**src/rtl/hb_arb_pkg.sv**
```systemverilog
// Shared types for the half-bridge gate interlock.
package hb_arb_pkg;
    typedef enum logic [1:0] {
        OWN_NONE = 2'b00,
        OWN_LO   = 2'b01,
        OWN_HI   = 2'b10
    } owner_e;
endpackage

```
**src/rtl/hb_sync.sv**
```systemverilog
// Multi-stage synchronizer for a bundle of independent asynchronous bits.
// Assumes each bit is a level that is held for several clock cycles, so no
// cross-bit coherence is required. The chain clears to zero on reset.
module hb_sync #(
    parameter int WIDTH  = 3,
    parameter int STAGES = 2
) (
    input  logic             clk,
    input  logic             rst_n,
    input  logic [WIDTH-1:0] d,
    output logic [WIDTH-1:0] q
);
    logic [WIDTH-1:0] chain [STAGES];

    // First stage captures the raw asynchronous inputs.
    always_ff @(posedge clk) begin
        if (!rst_n) chain[0] <= '0;
        else        chain[0] <= d;
    end

    for (genvar s = 1; s < STAGES; s++) begin : g_stage
        // Each later stage resamples the previous one.
        always_ff @(posedge clk) begin
            if (!rst_n) chain[s] <= '0;
            else        chain[s] <= chain[s-1];
        end
    end

    assign q = chain[STAGES-1];
endmodule

```
**src/rtl/hb_own_fsm.sv**
```systemverilog
// Ownership state machine. It works on synchronized levels. A falling
// owner always passes through OWN_NONE, which creates the handover gap.
// A blocked interlock is forced to OWN_NONE. From OWN_NONE the low-side
// command has priority.
module hb_own_fsm
    import hb_arb_pkg::*;
(
    input  logic   clk,
    input  logic   rst_n,
    input  logic   blk_s,
    input  logic   lo_s,
    input  logic   hi_s,
    output owner_e own_q,
    output owner_e own_nxt
);
    // Next-owner decision from the present owner and synchronized inputs.
    always_comb begin
        own_nxt = own_q;
        if (blk_s) begin
            own_nxt = OWN_NONE;
        end else begin
            unique case (own_q)
                OWN_NONE: begin
                    if (lo_s)      own_nxt = OWN_LO;
                    else if (hi_s) own_nxt = OWN_HI;
                end
                OWN_LO:  if (!lo_s) own_nxt = OWN_NONE;
                OWN_HI:  if (!hi_s) own_nxt = OWN_NONE;
                default: own_nxt = OWN_NONE;
            endcase
        end
    end

    // Owner register.
    always_ff @(posedge clk) begin
        if (!rst_n) own_q <= OWN_NONE;
        else        own_q <= own_nxt;
    end


    blocked_clears_chk: assert property (@(posedge clk) disable iff (!rst_n)
        blk_s |=> (own_q == OWN_NONE));

    lo_hold_chk: assert property (@(posedge clk) disable iff (!rst_n)
        (own_q == OWN_LO && lo_s && !blk_s) |=> (own_q == OWN_LO));

    hi_hold_chk: assert property (@(posedge clk) disable iff (!rst_n)
        (own_q == OWN_HI && hi_s && !blk_s) |=> (own_q == OWN_HI));

    lo_priority_chk: assert property (@(posedge clk) disable iff (!rst_n)
        (own_q == OWN_NONE && lo_s && !blk_s) |=> (own_q == OWN_LO));
endmodule

```
**src/rtl/hb_drive.sv**
```systemverilog
// Registered drive stage. It decodes the next owner into the two gate
// drives, so the drives change on the same edge as the owner register.
// Assumes own_nxt never jumps directly between the two sides.
module hb_drive
    import hb_arb_pkg::*;
(
    input  logic   clk,
    input  logic   rst_n,
    input  owner_e own_nxt,
    output logic   drv_lo,
    output logic   drv_hi
);
    // Drive registers follow the decoded next owner.
    always_ff @(posedge clk) begin
        if (!rst_n) begin
            drv_lo <= 1'b0;
            drv_hi <= 1'b0;
        end else begin
            drv_lo <= (own_nxt == OWN_LO);
            drv_hi <= (own_nxt == OWN_HI);
        end
    end


    no_overlap_chk: assert property (@(posedge clk) disable iff (!rst_n)
        !(drv_lo && drv_hi));

    hi_gap_chk: assert property (@(posedge clk) disable iff (!rst_n)
        $rose(drv_hi) |-> !$past(drv_lo));

    lo_gap_chk: assert property (@(posedge clk) disable iff (!rst_n)
        $rose(drv_lo) |-> !$past(drv_hi));
endmodule

```
**src/rtl/hb_gate_arbiter.sv**
```systemverilog
// Top of the half-bridge gate interlock. It synchronizes the block input
// and both commands, runs the ownership state machine and registers the
// drives. Latency from command to drive is SYNC_STAGES + 1 cycles.
module hb_gate_arbiter
    import hb_arb_pkg::*;
#(
    parameter int SYNC_STAGES = 2
) (
    input  logic       clk,
    input  logic       rst_n,
    input  logic       blk,
    input  logic       cmd_lo,
    input  logic       cmd_hi,
    output logic       drv_lo,
    output logic       drv_hi,
    output logic [1:0] owner
);
    localparam int NSIG = 3;

    logic [NSIG-1:0] raw_in;
    logic [NSIG-1:0] syn_in;
    owner_e          own_q;
    owner_e          own_nxt;

    assign raw_in = {blk, cmd_hi, cmd_lo};

    hb_sync #(.WIDTH(NSIG), .STAGES(SYNC_STAGES)) u_sync (
        .clk   (clk),
        .rst_n (rst_n),
        .d     (raw_in),
        .q     (syn_in)
    );

    hb_own_fsm u_fsm (
        .clk     (clk),
        .rst_n   (rst_n),
        .blk_s   (syn_in[2]),
        .lo_s    (syn_in[0]),
        .hi_s    (syn_in[1]),
        .own_q   (own_q),
        .own_nxt (own_nxt)
    );

    hb_drive u_drive (
        .clk     (clk),
        .rst_n   (rst_n),
        .own_nxt (own_nxt),
        .drv_lo  (drv_lo),
        .drv_hi  (drv_hi)
    );

    assign owner = own_q;


    lo_owner_chk: assert property (@(posedge clk) disable iff (!rst_n)
        drv_lo |-> (owner == 2'b01));

    hi_owner_chk: assert property (@(posedge clk) disable iff (!rst_n)
        drv_hi |-> (owner == 2'b10));
endmodule

```
**config.mk**
```make
export PLATFORM = sky130hd
export DESIGN_NAME = hb_gate_arbiter
export DESIGN_NICKNAME = d
export VERILOG_FILES = /design/src/rtl/hb_arb_pkg.sv /design/src/rtl/hb_sync.sv /design/src/rtl/hb_own_fsm.sv /design/src/rtl/hb_drive.sv /design/src/rtl/hb_gate_arbiter.sv
export SDC_FILE = /design/constraint.sdc
export NUM_CORES = 1
export LEC_CHECK = 0
export ABC_AREA = 1
export BUFFER_PORTS_ARGS = -buffer_cell sky130_fd_sc_hd__clkbuf_2
export CAP_MARGIN = 40
export CORE_AREA = 2 2 39 41
export CTS_CLUSTER_DIAMETER = 60
export DETAILED_ROUTE_END_ITERATION = 6
export DIE_AREA = 0 0 41 43
export HOLD_SLACK_MARGIN = 0.06
export PLACE_DENSITY = 0.52
export SYNTH_ARGS = -nofsm -noshare
export SYNTH_HDL_FRONTEND = slang
export SYNTH_SLANG_ARGS = --single-unit
```
**constraint.sdc**
```tcl
create_clock -name clk -period 0.8 [get_ports clk]
set_input_delay 0.04 -clock clk [delete_from_list [all_inputs] [get_ports clk]]
set_output_delay 0.04 -clock clk [all_outputs]
set_load 0.05 [all_outputs]
```
==> key figures <==
Final layout
  • FILL cells: 144
  • Nets@finish: 55
  • Antenna cells: 0
  • Most common cell after layout, fill and taps aside: inv_1
  • Layout cell share with drive strength beyond 1: 32.65%
  • Area grow syn2layout: 63.64%
  • Most frequent cells in the layout: inv_1, nand2_1, dfxtp_1
  • Post-route cell area: 473.0 um2
  • Post-Route Utilization: 34.18%

Synth
  • Fraction of the mapped netlist area in adder cells: 0%
  • Synth Area in Simple Gates: 19.05%
  • Gate Count Post-Synth: 33
  • Yosys cell types: 5
  • Syn_area_per_cell: 8.758 um2
  • Compound-Gate Fraction of Synth Area: 0%
  • Seq/Total Area, Yosys: 69.26%
  • Mapped cell area: 289.0 um2
  • Synth warn: 0
  • Largest family of logic cells by synthesized area: simple AND/OR/NAND/NOR gates
  • Net Count, Synth: 38
  • Synth Area in XOR/XNOR: 0%
  • Mux share of post-synthesis cell area: 0%
  • Yosys reg bits: 10

Power and ir drop
  • LEAKAGE: 0.2459 nW
  • Overall power: 0.9685 mW
  • VDD IR-drop max: 0.8039 mV
  • PwrDens: 2048 nW/um2

Routing
  • Initial drt markers: 2
  • DR vias/cell: 3.369
  • Routed WL per cell: 6.954 um
  • Residual DRC: 0
  • DR pass1 iterations: 2
  • DRT antenna net count: 0
  • Final wirelength: 452 um
  • Total number of vias: 219

Min path
  • HP Class: reg -> reg

Worst setup path
  • CP peak stage delay: 350 ps
  • Worst Setup Start Kind: register
  • Top cell family by delay on the critical path: flip-flops
  • Signal arrival time at the worst endpoint: 780 ps
  • Slowest-stage cell, CP: dfxtp_4
  • Crit path capture type: primary output
  • Crit-path cells: clkbuf_16
  • Worst-path fanout max: 2
  • Type of the worst setup path: reg -> out
  • Buf/Inv on CP: 1
  • Worst EP required: 760 ps

Clocking
  • Sink Count: 10
  • Root Buffer: clkbuf_4
  • CTS max path bufs: 2
  • Total setup buffers inserted after CTS: 0
  • CTS Buf Count: 3
  • Clock-pin slew on the worst setup and hold paths: 70 ps
  • Worst-Skew Late Latency: 270 ps
  • Number of H-tree levels: 1
  • TritonCTS clock tree: built

Timing
  • Fin. max-slew vios: 0
  • RSZ-0062 raised after global routing: yes
  • Worst Tran Pin Value: 132.1 ps
  • Slew HR: 91.19%
  • TNS Setup: -22.78 ps
  • Final Cycle Share: 102.8%
  • Worst hold margin: 403.3 ps
  • Minimum clock period: 822.8 ps
  • Worst setup margin: -22.78 ps
  • Setup-failing EPs final: 1
  • Final Hold Vio Count: 0
  • Final setup skew: 9.501 ps
  • Fmax achieved: 1215 MHz

GRT
  • Vias in the first global route: 212
  • All-layer global routing usage: 7.344%
  • GR Overflow Total: 0
  • Initial antenna violation count: 0
  • Largest net degree at the start of global routing: 8
  • Global-route wire length before repair: 731 um

Placement
  • Number of port buffers: 8
  • DP Area: 354.1 um2
  • Gp weighted congestion: 0.5690
  • Post-DP HPWL: 270.9 um

Die
  • Initial Util: 20.89%
  • Die X: 41 um
  • Core area: 1384 um2
  • Die footprint: 1763 um2
  • Num ports: 9
  • Row count: 14
  • Die Ht: 43 um

Flow run
  • Max-cap violations: 0

Run status
  • Failing checks: negative setup slack
  • Status: finished with violations
==> worst min-delay path: stages, from the launching register on <==
cell and delay (ps):
dfxtp_1 310, nand2_1 50, inv_1 40
==> final cells by class <==
type	instances	area [um2]	share of cell area, %
clock buffers	4	26.28	5.556
inverters	9	33.78	7.143
multi-input cells	14	55.05	11.64
flip-flops and latches	10	207.7	43.92
well taps	16	20.02	4.233
repair buffers	12	130.1	27.51
==> logic make-up after synthesis <==
logic type,after synthesis
buffers and inverters,9
flip-flops,10
AND/OR/NAND/NOR,14
==> synth_stat cells <==
cell type   n  share of area, %
dfxtp_1    10                69
inv_1       9                12
nand2_1     8                10
nor2_1      5               6.5
nand2_2     1               2.2
==> sequential cells by signal, summed over array words and instances, names as in the netlist <==
signal,cells
u_sync.chain,6
u_drive.drv_lo,1
u_fsm.own_q,2
u_drive.drv_hi,1
==> where the power goes <==
group	switching [mW]	internal, mW	total, mW	leakage (nW)
Combinational	0.0423	0.0436	0.0860	0.147
Clock	0.168	0.192	0.360	0.0150
Sequential	0.00690	0.515	0.522	0.0843
Total	0.217	0.751	0.968	0.246
==> routing by layer <==
layer	GRT usage (%)	vias to the layer above	part of all wire (%)
li1	-	121	-
met1	4.207	82	38
met2	10.31	12	46
met3	7.853	4	12
met4	8.000	0	3.1
met5	0	-	0
==> path summary, 6_finish.rpt <==
| kind | cells after the start | end | slack, ps | startpoint |
|---|---|---|---|---|
| setup / recovery | 1 | owner[1] | -20 | u_fsm.own_q[1] |
| hold / removal | 2 | u_sync.chain[1][1] | 400 | u_sync.chain[0][1] |
| setup reg to reg | 4 | u_fsm.own_q[1] | 80 | u_fsm.own_q[1] |
| hold reg to reg | 2 | u_sync.chain[1][1] | 400 | u_sync.chain[0][1] |
==> timing repair <==
item                                    CTS  global route
endpoints found under the hold margin     5             0
hold buffers                              4             0
endpoints found under the setup margin    4             4
gates resized for setup                  10             4
pin swaps                                 0             0
==> stage by stage <==
step                      instances  setup WS, ps
after floorplan                  33         35.79
after global placement           57         123.7
after detailed placement         57         115.6
after CTS                        65        -31.97
after global routing             65        -57.50
final                            65        -22.78
(Power assumes the default switching activity.)
